File: config.mk
export PLATFORM = sky130hd
export DESIGN_NAME = sc_predictor
export DESIGN_NICKNAME = d
export VERILOG_FILES = /design/src/rtl/sc_pred_pkg.sv /design/src/rtl/sc_id_buf.sv /design/src/rtl/sc_place.sv /design/src/rtl/sc_predictor.sv
export SDC_FILE = /design/constraint.sdc
export NUM_CORES = 1
export LEC_CHECK = 0
export ABC_AREA = 1
export BUFFER_PORTS_ARGS = -buffer_cell sky130_fd_sc_hd__buf_4
export CORE_MARGIN = 2
export CORE_UTILIZATION = 39
export CTS_BUF_LIST = sky130_fd_sc_hd__clkbuf_8
export DETAILED_ROUTE_END_ITERATION = 8
export GPL_TIMING_DRIVEN = 0
export HOLD_SLACK_MARGIN = 0.03
export RECOVER_POWER = 25
export SLEW_MARGIN = 5
export SYNTH_ARGS = -nofsm -noshare
export SYNTH_HDL_FRONTEND = slang
export SYNTH_SLANG_ARGS = --single-unit
File: constraint.sdc
create_clock -name clk_i -period 5.4 [get_ports clk_i]
set_input_delay 0.27 -clock clk_i [delete_from_list [all_inputs] [get_ports clk_i]]
set_output_delay 0.27 -clock clk_i [all_outputs]
set_load 0.1 [all_outputs]
File: src/rtl/sc_pred_pkg.sv
package sc_pred_pkg;
  typedef enum logic [1:0] {
    CLS_SPATIAL  = 2'd0,
    CLS_TEMPORAL = 2'd1,
    CLS_BYPASS   = 2'd2
  } sc_cls_e;

  typedef enum logic {
    ST_IDLE = 1'b0,
    ST_WALK = 1'b1
  } walk_st_e;
endpackage

File: src/rtl/sc_id_buf.sv
module sc_id_buf #(
  parameter int TAG_W = 20,
  parameter int ID_W  = 2,
  parameter int DEPTH = 8,
  localparam int IDX_W = (DEPTH > 1) ? $clog2(DEPTH) : 1
) (
  input  logic             clk_i,
  input  logic             rst_ni,
  input  logic [TAG_W-1:0] lk_tag_i,
  output logic             lk_hit_o,
  output logic [IDX_W-1:0] lk_idx_o,
  output logic [ID_W-1:0]  lk_id_o,
  input  logic             upd_en_i,
  input  logic             upd_old_i,
  input  logic [IDX_W-1:0] upd_idx_i,
  input  logic [TAG_W-1:0] upd_tag_i,
  input  logic [ID_W-1:0]  upd_id_i
);
  logic [TAG_W-1:0] tag_q [DEPTH];
  logic [ID_W-1:0]  id_q  [DEPTH];
  logic [IDX_W-1:0] age_q [DEPTH];
  logic [DEPTH-1:0] vld_q;
  logic [IDX_W-1:0] vict_idx, tgt_idx;

  always_comb begin
    lk_hit_o = 1'b0;
    lk_idx_o = '0;
    lk_id_o  = '0;
    for (int i = 0; i < DEPTH; i++) begin
      if (vld_q[i] && tag_q[i] == lk_tag_i) begin
        lk_hit_o = 1'b1;
        lk_idx_o = IDX_W'(i);
        lk_id_o  = id_q[i];
      end
    end
  end

  // ages form a permutation; the oldest entry is the victim
  always_comb begin
    vict_idx = '0;
    for (int i = 0; i < DEPTH; i++) begin
      if (age_q[i] == IDX_W'(DEPTH - 1)) vict_idx = IDX_W'(i);
    end
  end

  assign tgt_idx = upd_old_i ? upd_idx_i : vict_idx;

  for (genvar g = 0; g < DEPTH; g++) begin : g_ent
    always_ff @(posedge clk_i or negedge rst_ni) begin
      if (!rst_ni) begin
        tag_q[g] <= '0;
        id_q[g]  <= '0;
        vld_q[g] <= 1'b0;
        age_q[g] <= IDX_W'(DEPTH - 1 - g);
      end else if (upd_en_i) begin
        if (tgt_idx == IDX_W'(g)) begin
          tag_q[g] <= upd_tag_i;
          id_q[g]  <= upd_id_i;
          vld_q[g] <= 1'b1;
          age_q[g] <= '0;
        end else if (age_q[g] < age_q[tgt_idx]) begin
          age_q[g] <= age_q[g] + 1'b1;
        end
      end
    end
  end
endmodule

File: src/rtl/sc_place.sv
module sc_place
  import sc_pred_pkg::*;
#(
  parameter int NUM_SC = 4,
  parameter int CNT_W  = 4,
  parameter int SP_ID  = 0,
  parameter int TP_ID  = 1,
  localparam int ID_W  = (NUM_SC > 1) ? $clog2(NUM_SC) : 1
) (
  input  logic            clk_i,
  input  logic            rst_ni,
  input  logic [1:0]      cls_i,
  output logic [ID_W-1:0] tgt_o,
  input  logic            miss_en_i,
  input  logic [ID_W-1:0] miss_id_i
);
  logic [CNT_W-1:0] cnt_q [NUM_SC];

  for (genvar g = 0; g < NUM_SC; g++) begin : g_cnt
    always_ff @(posedge clk_i or negedge rst_ni) begin
      if (!rst_ni) begin
        cnt_q[g] <= '0;
      end else if (miss_en_i && miss_id_i == ID_W'(g) && cnt_q[g] != {CNT_W{1'b1}}) begin
        cnt_q[g] <= cnt_q[g] + 1'b1;
      end
    end
  end

  always_comb begin
    case (sc_cls_e'(cls_i))
      CLS_SPATIAL:  tgt_o = ID_W'(SP_ID);
      CLS_TEMPORAL: tgt_o = ID_W'(TP_ID);
      default:      tgt_o = (cnt_q[TP_ID] < cnt_q[SP_ID]) ? ID_W'(TP_ID) : ID_W'(SP_ID);
    endcase
  end
endmodule

File: src/rtl/sc_predictor.sv
module sc_predictor
  import sc_pred_pkg::*;
#(
  parameter int NUM_SC    = 4,
  parameter int TAG_W     = 20,
  parameter int BUF_DEPTH = 8,
  parameter int CNT_W     = 4,
  parameter int SP_ID     = 0,
  parameter int TP_ID     = 1,
  localparam int ID_W     = (NUM_SC > 1) ? $clog2(NUM_SC) : 1,
  localparam int PR_W     = $clog2(NUM_SC + 1),
  localparam int IDX_W    = (BUF_DEPTH > 1) ? $clog2(BUF_DEPTH) : 1
) (
  input  logic             clk_i,
  input  logic             rst_ni,
  input  logic             req_valid_i,
  output logic             req_ready_o,
  input  logic [TAG_W-1:0] req_tag_i,
  input  logic [1:0]       req_cls_i,
  output logic             pred_valid_o,
  output logic             probe_valid_o,
  output logic [ID_W-1:0]  probe_id_o,
  input  logic             probe_hit_i,
  output logic             res_valid_o,
  output logic             res_hit_o,
  output logic [ID_W-1:0]  res_id_o,
  output logic [PR_W-1:0]  res_probes_o
);
  walk_st_e         st_q;
  logic [TAG_W-1:0] tag_q;
  logic [1:0]       cls_q;
  logic [ID_W-1:0]  cur_q, mru_q;
  logic [PR_W-1:0]  done_q;
  logic             lkh_q;
  logic [IDX_W-1:0] lki_q;

  logic             lk_hit;
  logic [IDX_W-1:0] lk_idx;
  logic [ID_W-1:0]  lk_id, place_id, fin_id, next_id;
  logic             accept, walking, fin_hit, fin_miss, fin;
  logic [PR_W-1:0]  cnt_now;
  logic [TAG_W-1:0] cur_tag;
  logic [1:0]       cur_cls;
  logic             cur_lkh;
  logic [IDX_W-1:0] cur_lki;

  logic             res_valid_q, res_hit_q;
  logic [ID_W-1:0]  res_id_q;
  logic [PR_W-1:0]  res_probes_q;

  assign walking       = (st_q == ST_WALK);
  assign req_ready_o   = !walking;
  assign accept        = req_valid_i && !walking;
  assign pred_valid_o  = accept && lk_hit;
  assign probe_valid_o = accept || walking;
  assign probe_id_o    = walking ? cur_q : (lk_hit ? lk_id : mru_q);
  assign next_id       = (probe_id_o == ID_W'(NUM_SC - 1)) ? '0 : probe_id_o + 1'b1;
  assign cnt_now       = walking ? done_q + 1'b1 : PR_W'(1);
  assign fin_hit       = probe_valid_o && probe_hit_i;
  assign fin_miss      = probe_valid_o && !probe_hit_i && (cnt_now == PR_W'(NUM_SC));
  assign fin           = fin_hit || fin_miss;

  assign cur_tag = walking ? tag_q : req_tag_i;
  assign cur_cls = walking ? cls_q : req_cls_i;
  assign cur_lkh = walking ? lkh_q : lk_hit;
  assign cur_lki = walking ? lki_q : lk_idx;
  assign fin_id  = fin_hit ? probe_id_o : place_id;

  sc_id_buf #(
    .TAG_W (TAG_W),
    .ID_W  (ID_W),
    .DEPTH (BUF_DEPTH)
  ) u_buf (
    .clk_i     (clk_i),
    .rst_ni    (rst_ni),
    .lk_tag_i  (req_tag_i),
    .lk_hit_o  (lk_hit),
    .lk_idx_o  (lk_idx),
    .lk_id_o   (lk_id),
    .upd_en_i  (fin),
    .upd_old_i (cur_lkh),
    .upd_idx_i (cur_lki),
    .upd_tag_i (cur_tag),
    .upd_id_i  (fin_id)
  );

  sc_place #(
    .NUM_SC (NUM_SC),
    .CNT_W  (CNT_W),
    .SP_ID  (SP_ID),
    .TP_ID  (TP_ID)
  ) u_place (
    .clk_i     (clk_i),
    .rst_ni    (rst_ni),
    .cls_i     (cur_cls),
    .tgt_o     (place_id),
    .miss_en_i (fin_miss),
    .miss_id_i (place_id)
  );

  always_ff @(posedge clk_i or negedge rst_ni) begin
    if (!rst_ni) begin
      st_q   <= ST_IDLE;
      tag_q  <= '0;
      cls_q  <= '0;
      lkh_q  <= 1'b0;
      lki_q  <= '0;
      cur_q  <= '0;
      done_q <= '0;
    end else begin
      st_q <= (probe_valid_o && !fin) ? ST_WALK : ST_IDLE;
      if (accept) begin
        tag_q <= req_tag_i;
        cls_q <= req_cls_i;
        lkh_q <= lk_hit;
        lki_q <= lk_idx;
      end
      if (probe_valid_o && !fin) begin
        cur_q  <= next_id;
        done_q <= cnt_now;
      end
    end
  end

  always_ff @(posedge clk_i or negedge rst_ni) begin
    if (!rst_ni) begin
      res_valid_q  <= 1'b0;
      res_hit_q    <= 1'b0;
      res_id_q     <= '0;
      res_probes_q <= '0;
      mru_q        <= '0;
    end else begin
      res_valid_q <= fin;
      if (fin) begin
        res_hit_q    <= fin_hit;
        res_id_q     <= fin_id;
        res_probes_q <= cnt_now;
        mru_q        <= fin_id;
      end
    end
  end

  assign res_valid_o  = res_valid_q;
  assign res_hit_o    = res_hit_q;
  assign res_id_o     = res_id_q;
  assign res_probes_o = res_probes_q;
endmodule

==> results.md, run 1 <==
Synthesis:
- In the synthesized netlist the dominant register cell turns out to be dfrtp_1.
- The net count after synthesis is approximately 2.2k.
- The synthesized netlist cell count is about 2.1k.
- During synthesis, Yosys emitted a total of 0 warnings.
- The average cell area after synthesis is between 6 and 7 um2.
- The synthesized design contains 255 register bits.
- Sequential elements use 43.0% of the synthesized area.
- The cell area that synthesis handed to floorplanning was approximately 15000 um2.
- In this run, distinct cell masters in the synthesized netlist total 47.
- Counting flops with an async set or reset pin after synthesis yields a share of 100%.
- The number of enable-type register cells in the synthesized netlist is 0.

CTS:
- The clock tree from TritonCTS is built.
- In this run, post-CTS hold repair placed 5 buffers.
- The H-tree was split into 2 levels.
- The CTS buffer count is 47.
- Clock tree synthesis found a total of roughly 260 sinks.
- The root buffer selected by CTS is clkbuf_8.
- The clock reaches the later pin of the worst-skew pair after 0.64 ns.
- The number of setup buffers added after CTS is 0.
- The clock-pin slew of the registers on the worst-case setup and hold paths is roughly 0.060 ns.
- The clock passes through at most 3 buffers.
- Post-CTS repair changed the size of 0 cells.

Worst setup path:
- The startpoint class of the critical path is a flip-flop.
- Data arrives at the worst endpoint at 4.90 ns.
- In this run the critical register-to-register path is launched from u_buf.tag_q[138].
- The worst setup slack for register-to-register paths is approximately 1.0 ns.
- The classification of the worst setup path is reg2reg.
- STA classifies the critical path endpoint as a flip-flop.
- The end of the worst register-to-register path is u_buf.age_q[6].
- The data required time at the worst endpoint is 5.95 ns.
- Of all nets on the critical path, the largest fanout is 9.
- The path depth of the worst reg2reg path is 24.

Floorplan:
- The core region area is between 30000 and 40000 um2.
- The number of core rows is 71.
- The boundary pin count is 38.
- The die covers approximately 40000 um2.
- The die height is between 150 and 200 um.
- The initial standard-cell utilization of the core is 39.6%.
- From left edge to right edge, the die measures 199 um.

Drt:
- In the routed layout, each cell is associated on average with a via count of around 5.2.
- The final route contains approximately 14k vias.
- For this run, the detailed router's first-pass iteration total came to 6.
- The remaining routing DRC violations is 0.
- The routed wirelength normalized by instance count is approximately 20 um.
- The DRC marker count from the first detailed-route iteration is about 1.4k.
- After detailed routing, the total wire length is between 50 and 60 mm.
- The count of nets left with antenna violations after detail routing is 0.

STA:
- Counting I/O delays and the setup requirement, the final critical path takes roughly 4.4 ns.
- The maximum clock frequency is ~230 MHz.
- The clock tree skew after final layout is 0.0549 ns.
- The number of hold violations in the final report came to 0.
- The post-route setup TNS is 0 ns.
- At the pin with the least slew margin, the transition time is between 1 and 1.5 ns.
- Setup repair after global routing left no endpoint under its margin.
- The portion of the clock cycle consumed by the worst path in the final layout is between 80% and 90%.
- The max-slew violation count is 1.
- The headroom to the max-slew limit is -0.0929%.
- The number of setup violations in the final report is 0.

Power:
- The post-layout total power is 8.43 mW.
- IR analysis of the VDD net gives a maximum drop of around 0.23 mV.
- For this design the ratio of total power to cell area is roughly 500 nW/um2.
- The total leakage power is ~8.8 nW.

Hold path:
- The worst hold path belongs to the class in2reg.
- The hold path endpoint is st_q.
- The start point of the worst hold path is req_valid_i.
- Counting instances, the worst hold path has a depth of 3.

Place:
- The number of buffers inserted by port buffering is 24.
- In this run, placement finished with an instance count of ~2.7k.
- The final HPWL from detailed placement is 37.2 mm.
- At the end of routability-driven placement, the weighted congestion stood at between 0.9 and 1.

Global routing:
- The first global-routing pass estimated ~83 mm of wire.
- In the global route stage, overall resource usage came out at 28.4%.
- The via count of the first global-routing pass came to about 14k.
- The initial antenna violation count came to 0.
- Summed over all layers, the global routing overflow is 0.
- The largest net degree at the start of global routing is 92.

Final layout:
- The share of the core filled with cells is roughly 45%.
- The count of nets after finishing is 2270.
- The count of antenna diodes in the layout is 0.
- The post-synthesis to final-layout area growth is 13.6%.
- The count of fill cells added during filler insertion is approximately 3.8k.
- In the final layout, the share of cells above drive strength 1 is between 10% and 20%.
- The area of the multi-input gates is ~7200 um2.
- The total area of sequential cells is approximately 6400 um2.
- The count of cells in the finished layout, fillers not included, comes to between 2k and 3k.

Flow run:
- The total of max-cap violations is 1.

Status:
- The final reports fail on max-capacitance violations, max-slew violations.
- The flow ran to the end, but the final reports show violations.
-- synthesized netlist by cell type (all sizes together), types with 22 or more instances --
cell    instances  area, um2
xnor2          29        254
nand3          86        450
nand4          22        138
nand2         867       3330
o21ai         248       1250
nor2          201        807
inv           234        883
clkbuf         25       93.8
dfrtp         243       6080
ha             29        363
buf            46        290
-- cells by family (layout without fill, tap and decap cells) --
family	Yosys count	count (layout)	share of synthesized area (%)
compound gates	292	292	10.5
xor+xnor	37	37	2.18
fa+ha+maj	29	29	2.44
buf+inv	308	426	8.60
flops	255	255	43.0
mux	1	1	0.0673
simple gates	1211	1211	33.2
-- worst max-delay path: stages, from the launching register on --
cell	delay (ns)
dfrtp_1	0.40
xnor2_1	0.29
nand3_1	0.11
nor2_1	0.12
nand2_1	0.06
nor2_1	0.27
nand2_1	0.08
nand2_1	0.13
nand2_1	0.13
nand2_1	0.09
nand2_1	0.09
nand3_1	0.10
nand2_2	0.14
nand2_4	0.15
nand2_1	0.17
o22ai_1	0.25
nor3_1	0.07
a21oi_1	0.69
ha_1	0.38
a21boi_0	0.13
nand2_1	0.09
nand2_2	0.08
nand2_1	0.11
nand2_1	0.07
nand2_1	0.06
-- area by class of cell --
type	instances	share of cell area, %
sequential	255	37.9
multi-input combinational	1570	42.8
clock buffer	61	4.97
timing repair buffer	33	1.91
inverter	237	5.30
tap	511	3.79
buffer	71	2.28
clock inverter	24	1.10
-- flip-flops by register name, summed over array words and instances, names as in the netlist, 2 cells and up --
register,flops
cur_q,2
u_buf.age_q,24
u_place.cnt_q,8
done_q,3
res_probes_o,3
lki_q,3
res_id_o,2
u_buf.id_q,16
u_buf.tag_q,160
u_buf.vld_q,8
cls_q,2
tag_q,20
-- report_power, final --
group          switching, mW  internal, mW
combinational           2.24          1.09
sequential             0.453          2.61
clock                  0.889          1.16
-- per-stage QoR --
step                cell area, um2  setup slack (ns)  hold WS [ns]
floorplan                    14900              1.62       -0.0256
global placement             15700             0.793         0.454
detailed placement           15800             0.705         0.349
CTS                          16900              1.20        0.0550
global route                 16900             0.802         0.128
finish                       16900              1.05         0.111
-- cells in the final DEF (no fill, tap or decap), drive strengths merged, types with 2 or more instances in the layout --
cell type,count
a21boi,8
a21oi,10
a31oi,2
and2,2
buf,74
bufinv,3
clkbuf,86
clkinv,9
dfrtp,243
dfstp,12
dlygate4sd3,5
ha,29
inv,248
nand2,867
nand3,86
nand3b,3
nand4,22
nor2,201
nor3,12
nor4,5
o211ai,11
o21ai,248
o22ai,7
or2,12
xnor2,29
xor2,8
-- per-layer routing --
layer | track usage (%) | vias up | share of wire [%] | wire [um]
li1 | - | 6864 | - | -
met4 | 14.0 | 0 | 4.9 | 2670
met3 | 6.09 | 147 | 9.3 | 5090
met2 | 43.0 | 678 | 43 | 23500
met1 | 38.3 | 6768 | 43 | 23300
met5 | 0 | - | 0 | 0
-- worst max path at each step --
stage / from / end / cells past startpoint
after floorplan: st_q / u_buf.age_q[18] / 19
after global placement: req_tag_i[19] / u_buf.age_q[21] / 25
after detailed placement: req_tag_i[19] / u_buf.age_q[21] / 25
after CTS: u_buf.tag_q[136] / u_buf.age_q[21] / 23
after global routing: u_buf.tag_q[138] / u_buf.age_q[21] / 23
final: u_buf.tag_q[138] / u_buf.age_q[6] / 24
No activity file was read; power rests on OpenSTA's default activity.
==> run 2: changes to the inputs <==
- clock period: 5.4 -> 4.2 ns (I/O delays scaled with it)
==> run 2 against run 1 <==
  * Non-clock buffer count rose by 1
  * Utilization barely moved
  * Sequential power rose by 28%
  * Fmax up 11%
  * Sequential share of layout area barely moved
  * Largest cell class unchanged
  * Highest routed layer unchanged
  * Critical path type unchanged
  * The run still ends with max-capacitance violations, max-slew violations left
==> results.md, run 2 (synthesis results as in run 1) <==
Floorplan:
- The boundary pin count is 38 (unchanged).
- The initial standard-cell utilization of the core came to 39.6% (unchanged).
- The die height is 199 um (unchanged).
- The die area came to 39700 um2 (unchanged).
- The core region area came to 37600 um2 (unchanged).
- The die extent in x is 199 um (unchanged).
- The number of core rows is 71 (unchanged).

CTS:
- The root buffer selected by CTS is clkbuf_8 (unchanged).
- The clock-pin slew of the registers on the worst-case setup and hold paths is 0.06 ns (about the same).
- The clock sink total is 255 (unchanged).
- The CTS buffer count is 47 (unchanged).
- The count of H-tree levels built during CTS came to 2 (unchanged).
- The clock latency on the worst-skew pair is 0.64 ns (about the same).
- The clock tree from TritonCTS is built (unchanged).
- The clock tree buffer depth is 3 (unchanged).

Final layout:
- The share of post-route cells with drive strength above 1 was 10.8% (about the same).
- The count of antenna diodes in the layout came to 0 (unchanged).
- The flip-flop count of the largest register after layout was 160 (unchanged).
- The post-synthesis to final-layout area growth was 13.5% (was 13.6%).
- The final standard cell count with taps included and fillers excluded is 2763 (was 2762).
- The count of nets after finishing is 2271 (was 2270).
- The commonest non-fill, non-tap cell in the layout is nand2_1 (unchanged).
- The register name with the most flops is u_buf.tag_q (unchanged).
- Commonest cells after routing, fill and taps aside: nand2_1 (843), dfrtp_1 (243), inv_1 (225) (unchanged).
- Largest registers: u_buf.tag_q (160), u_buf.age_q (24), tag_q (20) (unchanged).
- The post-route standard cell area excluding fillers is 16900 um2 (about the same).

Worst setup path:
- The startpoint class of the critical path is a flip-flop (unchanged).
- The data required time at the worst endpoint is 4.75 ns (was 5.95 ns).
- The critical path buffer and inverter count is 0 (unchanged).
- The critical path data arrival time came to 4.49 ns (was 4.90 ns).
- The total number of cells along the worst setup path is 24 (unchanged).
- The critical path's most frequent cell is nand2_1 (unchanged).
- The cell class contributing the biggest share of worst-path delay was simple AND/OR/NAND/NOR gates (unchanged).
- The type of element capturing the critical path is a flip-flop (unchanged).
- Worst path cell trace: xnor2_1, nand3_1, nor2_1, nand2_1, nor2_1, nand2_1, nand2_1, nand2_1, nand2_1, nand2_1, nand3_1, nand2_2, nand2_4, nand2_1, o22ai_1, nor3_1, a21oi_4, ha_1, a21boi_0, nand2_1, nand2_2, nand2_1, nand2_1, nand2_1 (was xnor2_1, nand3_1, nor2_1, nand2_1, nor2_1, nand2_1, nand2_1, nand2_1, nand2_1, nand2_1, nand3_1, nand2_2, nand2_4, nand2_1, o22ai_1, nor3_1, a21oi_1, ha_1, a21boi_0, nand2_1, nand2_2, nand2_1, nand2_1, nand2_1).
- The classification of the worst setup path is reg2reg (unchanged).
- The delay of the slowest cell on the worst path is 0.39 ns (was 0.69 ns).
- The launch point of the worst reg-to-reg path is u_buf.tag_q[136] (was u_buf.tag_q[138]).
- The path depth of the worst reg2reg path is 24 (unchanged).
- The launch point of the worst path is u_buf.tag_q[136] (was u_buf.tag_q[138]).
- The maximum fanout encountered on the critical timing path was 9 (unchanged).
- The slowest cell on the critical path is dfrtp_1 (was a21oi_1).

STA:
- The maximum clock frequency is 254 MHz (was 230 MHz).
- The pin slew with the least headroom to its limit was 2.35 ns (was 1.49 ns).
- The headroom to the max-slew limit is -56.6% (was -0.0929%).
- The number of hold violations in the final report was 0 (unchanged).
- The time the worst path needs with I/O delays and setup is 3.94 ns (was 4.35 ns).
- The max-slew violation count is 88 (was 1).
- The portion of the clock cycle consumed by the worst path in the final layout is 93.8% (was 80.6%).
- Unrepaired setup endpoints after global routing: no (unchanged).
- The post-route worst setup slack is 0.262 ns (was 1.05 ns).
- The clock tree skew after final layout was 0.0498 ns (was 0.0549 ns).
- The number of setup violations in the final report came to 0 (unchanged).

Global routing:
- The remaining global-route overflow is 0 (unchanged).
- The initial antenna violation count is 0 (unchanged).
- The via count of the first global-routing pass is 13.9k (about the same).
- The total track usage is 28.4% (about the same).
- The largest net degree at the start of global routing is 92 (unchanged).
- The global-route wire length before repair came to 82.9 mm (was 82.8 mm).

Power:
- The switching power share of the total is 42.6% (was 42.5%).
- The switching component of the power came to 4.63 mW (was 3.59 mW).
- The total leakage power was 8.80 nW (about the same).
- The sequential share of power came to 36.2% (was 36.3%).
- The portion of total power attributed to the clock network was 24.3% (was 24.2%).
- The cell area power density is 644 nW/um2 (was 500 nW/um2).
- The peak ir drop on the vdd network was 0.295 mV (was 0.230 mV).
- The proportion of power drawn by combinational gates came to 39.6% (was 39.5%).
- The internal power component came to 6.24 mW (was 4.85 mW).

Hold path:
- The number of instances on the worst hold path is 3 (unchanged).
- The start point of the worst hold path is req_tag_i[0] (was req_valid_i).
- The type of the tightest min-delay check is in2reg (unchanged).

Place:
- The instance area after placement came to 15800 um2 (unchanged).
- The number of cells in the design after placement is 2672 (unchanged).
- The number of buffers inserted by port buffering is 24 (unchanged).
- The final HPWL from detailed placement was 37.2 mm (unchanged).
- The global placer's final weighted congestion is 0.937 (unchanged).
- The pre-CTS setup slack is -0.435 ns (was 0.705 ns).

Drt:
- The count of nets left with antenna violations after detail routing was 0 (unchanged).
- The first-pass iteration count of the detailed router is 5 (was 6).
- The via count came to 14.5k (about the same).
- The via density per instance came to 5.25 (was 5.23).
- The routed wirelength normalized by instance count is 19.8 um (about the same).
- The routed wire length is 54.7 mm (was 54.6 mm).
- The remaining routing DRC violations is 0 (unchanged).
- The DRC marker count from the first detailed-route iteration came to 1413 (was 1372).

Flow run:
- The total of max-cap violations is 1 (unchanged).

Status:
- Run status: finished, violations left (unchanged).
- Violated checks: max-capacitance violations, max-slew violations (unchanged).
[run 2: power groups by stage]
stage | logic, mW | registers [mW] | clock network [mW]
floorplan | 2.99 | 3.91 | 0
global placement | 4.08 | 3.92 | 0
detailed placement | 4.19 | 3.94 | 0
CTS | 4.23 | 3.91 | 2.67
global route | 4.87 | 4.04 | 2.77
finish | 4.30 | 3.93 | 2.63
[run 2: path summary, 6_finish.rpt]
check                                         to  slack, ns
max in group asynchronous        u_buf.age_q[16]       1.07
worst max register to register    u_buf.age_q[6]       0.26
worst min-delay path                    tag_q[0]       0.13
worst min register to register    u_buf.vld_q[0]       0.48
min in group asynchronous       u_buf.tag_q[101]       0.83
worst max-delay path              u_buf.age_q[6]       0.26
[run 2: worst min-delay path, cell delays in order]
cell and delay [ns]:
buf_4 0.09, inv_2 0.17, o21ai_0 0.22
[run 2: area by class of cell]
class                   count  area, um2
plain buffers              71        384
clock buffers              61        840
multi-input cells        1570       7230
clock inverters            24        185
repair buffers             34        303
well taps                 511        639
flip-flops and latches    255       6400
inverters                 237        895
fillers                  3792      20700
[run 2: per-layer routing]
| layer | global-route usage (%) | up-vias | share of wire [%] |
|---|---|---|---|
| met1 | 38.4 | 6818 | 43 |
| met3 | 5.97 | 137 | 9.5 |
| li1 | - | 6877 | - |
| met2 | 43.1 | 670 | 43 |
| met5 | 0 | - | 0 |
| met4 | 14.0 | 0 | 4.7 |
[run 2: what timing repair did]
item | in CTS | in global routing
buffers inserted | 0 | 0
hold buffers | 6 | 0
endpoints found under the hold margin | 87 | 0
endpoints found under the setup margin | 1 | 18
gates resized for setup | 1 | 2
[run 2: stage by stage]
step	TNS (ns)	util [%]	power, mW	hold slack, ns
final	0	44.9	10.9	0.126
after global routing	0	44.9	11.7	0.115
after CTS	0	45.0	10.8	0.0837
after detailed placement	-9.30	42.1	8.13	0.289
after global placement	-7.63	41.7	8.00	0.428
after floorplan	0	-	6.90	-0.0856
==> run 3: changes to the inputs <==
- ABC_AREA: 1 -> 0
==> run 3 against run 2 <==
  * The run ends with max-capacitance violations, max-slew violations, negative setup slack left
  * Area after synthesis down 8.6%
  * Clock-buffer cell count down 6
  * Combinational power up 72%
  * Worst hold slack worse by 0.056 ns
  * Register-to-register slack worse by 0.35 ns
  * Clock power down 13%
  * Cell count down 28%
  * Power up 30%
  * Die area down 8.4%
  * Largest cell class unchanged
  * Largest power group unchanged
==> results.md, run 3 <==
STA:
- The number of hold violations in the final report was 0 (unchanged).
- The headroom to the max-slew limit is -60.3% (was -56.6%).
- The portion of the clock cycle consumed by the worst path in the final layout came to 102% (was 93.8%).
- The maximum clock frequency is 233 MHz (was 254 MHz).
- The time the worst path needs with I/O delays and setup is 4.29 ns (was 3.94 ns).
- The max-slew violation count is 94 (was 88).
- The clock tree skew after final layout is 0.0509 ns (was 0.0498 ns).
- Unrepaired setup endpoints after global routing: yes (was no).
- The pin slew with the least headroom to its limit came to 2.40 ns (was 2.35 ns).
- The number of setup violations in the final report is 5 (was 0).
- The post-route worst setup slack is -0.0870 ns (was 0.262 ns).
- The post-route worst hold slack was 0.0706 ns (was 0.126 ns).

Synthesis:
- The number of enable-type register cells in the synthesized netlist is 0 (unchanged).
- The biggest area consumer among synthesized cells is dfrtp_1 (unchanged).
- The synthesized netlist cell count was 1408 (was 2133).
- The area share of the largest cell type after synthesis came to 44.8% (was 40.9%).
- The number of storage elements in the synthesis netlist is 255 (unchanged).
- The top flip-flop cell by instance count after synthesis is dfrtp_1 (unchanged).
- The fraction of synthesis flops using an asynchronous set or reset pin came to 100% (unchanged).
- The average cell area after synthesis came to 9.65 um2 (was 6.97 um2).
- The cell area after technology mapping is 13600 um2 (was 14900 um2).
- The most frequent cell after synthesis is dfrtp_1 (was nand2_1).
- The count of warnings emitted by yosys is 0 (unchanged).
- Top cells by area, synth: dfrtp_1 (45%), xnor2_1 (7.5%), nand2_1 (4.6%) (was dfrtp_1 (41%), nand2_1 (21%), o21ai_0 (6.4%)).
- The net count after synthesis came to 1463 (was 2188).
- The part of the Yosys area used for sequential elements is 47.1% (was 43.0%).
- Top cell types by occurrence after synthesis: dfrtp_1 (243), nand2_1 (168), nor2_1 (118) (was nand2_1 (843), dfrtp_1 (243), inv_1 (212)).
- The count of different cell masters after synthesis came to 79 (was 47).

Place:
- The instance area after placement is 14400 um2 (was 15800 um2).
- The global placer's final weighted congestion is 0.908 (was 0.937).
- The final HPWL from detailed placement is 28.7 mm (was 37.2 mm).
- The number of buffers inserted by port buffering is 19 (was 24).

Status:
- Violated checks: max-capacitance violations, max-slew violations, negative setup slack (was max-capacitance violations, max-slew violations).
- Run status: finished, violations left (unchanged).

Floorplan:
- The core region area is 34500 um2 (was 37600 um2).
- The die height came to 191 um (was 199 um).
- The initial standard-cell utilization of the core is 39.4% (was 39.6%).
- The die area is 36300 um2 (was 39700 um2).
- The number of core rows came to 68 (was 71).
- The die extent in x is 191 um (was 199 um).
- The boundary pin count was 38 (unchanged).

Flow run:
- The total of max-cap violations is 2 (was 1).

Worst setup path:
- The maximum fanout encountered on the critical timing path is 5 (was 9).
- The critical path's most frequent cell is buf_4 (was nand2_1).
- The delay of the slowest cell on the worst path was 0.55 ns (was 0.39 ns).
- The startpoint class of the critical path is a flip-flop (unchanged).
- The type of element capturing the critical path is a flip-flop (unchanged).
- The critical path buffer and inverter count was 5 (was 0).
- The slowest cell on the critical path is or4b_4 (was dfrtp_1).
- The classification of the worst setup path is reg2reg (unchanged).
- The data required time at the worst endpoint was 4.64 ns (was 4.75 ns).
- Worst path cell trace: xor2_1, or4b_4, or4_4, nor2_4, buf_4, a21boi_1, o211ai_2, o31ai_4, buf_6, buf_4, a211oi_4, a31oi_4, buf_6, buf_4, ha_4, nand2b_4, nand3_1, o21ai_0, or3_1 (was xnor2_1, nand3_1, nor2_1, nand2_1, nor2_1, nand2_1, nand2_1, nand2_1, nand2_1, nand2_1, nand3_1, nand2_2, nand2_4, nand2_1, o22ai_1, nor3_1, a21oi_4, ha_1, a21boi_0, nand2_1, nand2_2, nand2_1, nand2_1, nand2_1).
- The critical path data arrival time is 4.73 ns (was 4.49 ns).
- The cell class contributing the biggest share of worst-path delay is simple AND/OR/NAND/NOR gates (unchanged).

Final layout:
- The area of the multi-input gates is 7140 um2 (was 7230 um2).
- The total area of sequential cells is 6400 um2 (unchanged).
- The post-synthesis to final-layout area growth is 16.9% (was 13.5%).
- The count of antenna diodes in the layout is 0 (unchanged).
- The commonest non-fill, non-tap cell in the layout was dfrtp_1 (was nand2_1).
- The flip-flop count of the largest register after layout is 160 (unchanged).
- The count of fill cells added during filler insertion is 3343 (was 3792).
- The post-route standard cell area excluding fillers is 15900 um2 (was 16900 um2).
- The share of post-route cells with drive strength above 1 was 17.6% (was 10.8%).
- Commonest cells after routing, fill and taps aside: dfrtp_1 (243), nand2_1 (167), xnor2_1 (115), o21ai_0 (115), nor2_1 (113) (was nand2_1 (843), dfrtp_1 (243), inv_1 (225)).
- Largest registers: u_buf.tag_q (160), u_buf.age_q (24), tag_q (20) (unchanged).
- The register name with the most flops is u_buf.tag_q (unchanged).
- The count of nets after finishing is 1561 (was 2271).
- The share of the core filled with cells is 46.1% (was 44.9%).

Power:
- The switching power share of the total is 44.4% (was 42.6%).
- The proportion of power drawn by combinational gates is 52.3% (was 39.6%).
- The peak ir drop on the vdd network is 0.656 mV (was 0.295 mV).
- The internal power component came to 7.86 mW (was 6.24 mW).
- The portion of total power attributed to the clock network came to 16.1% (was 24.3%).
- The total leakage power is 6.61 nW (was 8.80 nW).
- The switching component of the power is 6.28 mW (was 4.63 mW).
- The cell area power density is 890 nW/um2 (was 644 nW/um2).
- The sequential share of power is 31.6% (was 36.2%).

Drt:
- The count of nets left with antenna violations after detail routing is 0 (unchanged).
- The routed wire length came to 42.8 mm (was 54.7 mm).
- The remaining routing DRC violations was 0 (unchanged).
- The routed wirelength normalized by instance count was 21.4 um (was 19.8 um).
- The via density per instance is 5.63 (was 5.25).
- The via count came to 11.2k (was 14.5k).
- The DRC marker count from the first detailed-route iteration is 870 (was 1413).
- The first-pass iteration count of the detailed router is 7 (was 5).

Hold path:
- The type of the tightest min-delay check is in2reg (unchanged).

CTS:
- The CTS buffer count is 45 (was 47).
- The count of H-tree levels built during CTS is 2 (unchanged).
- The clock sink total is 255 (unchanged).
- The clock latency on the worst-skew pair is 0.61 ns (was 0.64 ns).
- The root buffer selected by CTS is clkbuf_8 (unchanged).
- The clock tree from TritonCTS was built (unchanged).
- The clock tree buffer depth is 3 (unchanged).
- The clock-pin slew of the registers on the worst-case setup and hold paths is 0.06 ns (about the same).

Global routing:
- The total track usage is 23.6% (was 28.4%).
- The via count of the first global-routing pass is 11.0k (was 13.9k).
- The initial antenna violation count is 0 (unchanged).
- The remaining global-route overflow is 0 (unchanged).
- The global-route wire length before repair is 64.7 mm (was 82.9 mm).
- The largest net degree at the start of global routing is 94 (was 92).
run 3: metrics by stage:
step | total power, mW | instances | TNS [ns] | worst slack [ns]
2_1_floorplan | 9.18 | 1408 | 0 | 0.0121
3_3_place_gp | 10.7 | 1882 | -83.49 | -1.09
3_5_place_dp | 10.9 | 1885 | -82.39 | -1.10
4_1_cts | 13.8 | 1988 | -0.0642 | -0.0474
5_1_grt | 15.2 | 1995 | -1.67 | -0.192
6_report | 14.1 | 1995 | -0.234 | -0.0870
run 3: final cells by class:
type	instances	area share, %
Inverter	20	0.473
Buffer	72	2.32
Clock buffer	55	4.76
Multi-Input combinational cell	1061	45.0
Timing Repair Buffer	51	2.76
Sequential cell	255	40.3
Clock inverter	26	0.882
Tap cell	455	3.58
run 3: timing repair:
item | CTS | global route
gates resized for setup | 52 | 46
endpoints found under the hold margin | 86 | 0
hold buffers | 5 | 0
cloned | 1 | 1
setup endpoints to repair | 165 | 189
buffers inserted | 16 | 6
pin swaps | 14 | 6
run 3: path summary, 6_finish.rpt:
path	from	endpoint	slack, ns	depth (start not counted)
max reg2reg	u_buf.tag_q[124]	u_buf.age_q[0]	-0.09	19
max in group asynchronous	rst_ni	u_buf.tag_q[5]	0.70	4
min in group asynchronous	rst_ni	u_buf.age_q[16]	0.89	2
min	req_tag_i[6]	tag_q[6]	0.07	2
min reg2reg	res_hit_o	res_hit_o	0.48	2
max	u_buf.tag_q[124]	u_buf.age_q[0]	-0.09	19
run 3: worst register-to-register path, stage by stage, from the launching register on:
cell and delay, ns:
dfrtp_1 0.39, xor2_1 0.17, or4b_4 0.55, or4_4 0.48, nor2_4 0.18, buf_4 0.15
a21boi_1 0.08, o211ai_2 0.22, o31ai_4 0.12, buf_6 0.16, buf_4 0.14, a211oi_4 0.25
a31oi_4 0.09, buf_6 0.14, buf_4 0.13, ha_4 0.15, nand2b_4 0.15, nand3_1 0.10
o21ai_0 0.09, or3_1 0.37
run 3: cells by family after synthesis:
group / count (synthesis) / synth area share (%)
adder cells (fa/ha/maj): 29 / 2.67
multiplexers: 61 / 4.77
AND/OR/NAND/NOR: 500 / 17.8
XOR/XNOR: 167 / 10.8
buffers and inverters: 92 / 2.97
AO/OA/AOI/OAI: 304 / 14.0
flip-flops: 255 / 47.1
run 3: routing by layer:
| layer | vias up | wire (um) | GRT usage [%] |
|---|---|---|---|
| li1 | 5193 | - | - |
| met1 | 5520 | 18800 | 31.8 |
| met2 | 399 | 19500 | 37.4 |
| met3 | 119 | 2530 | 4.12 |
| met4 | 0 | 1920 | 10.4 |
| met5 | - | 0 | 0 |
run 3: power groups by stage:
stage / clock network, mW / logic (mW) / registers, mW
2_1_floorplan: 0 / 4.75 / 4.43
3_3_place_gp: 0 / 6.29 / 4.43
3_5_place_dp: 0 / 6.45 / 4.47
4_1_cts: 2.33 / 7.04 / 4.45
5_1_grt: 2.44 / 8.12 / 4.60
6_report: 2.28 / 7.39 / 4.46
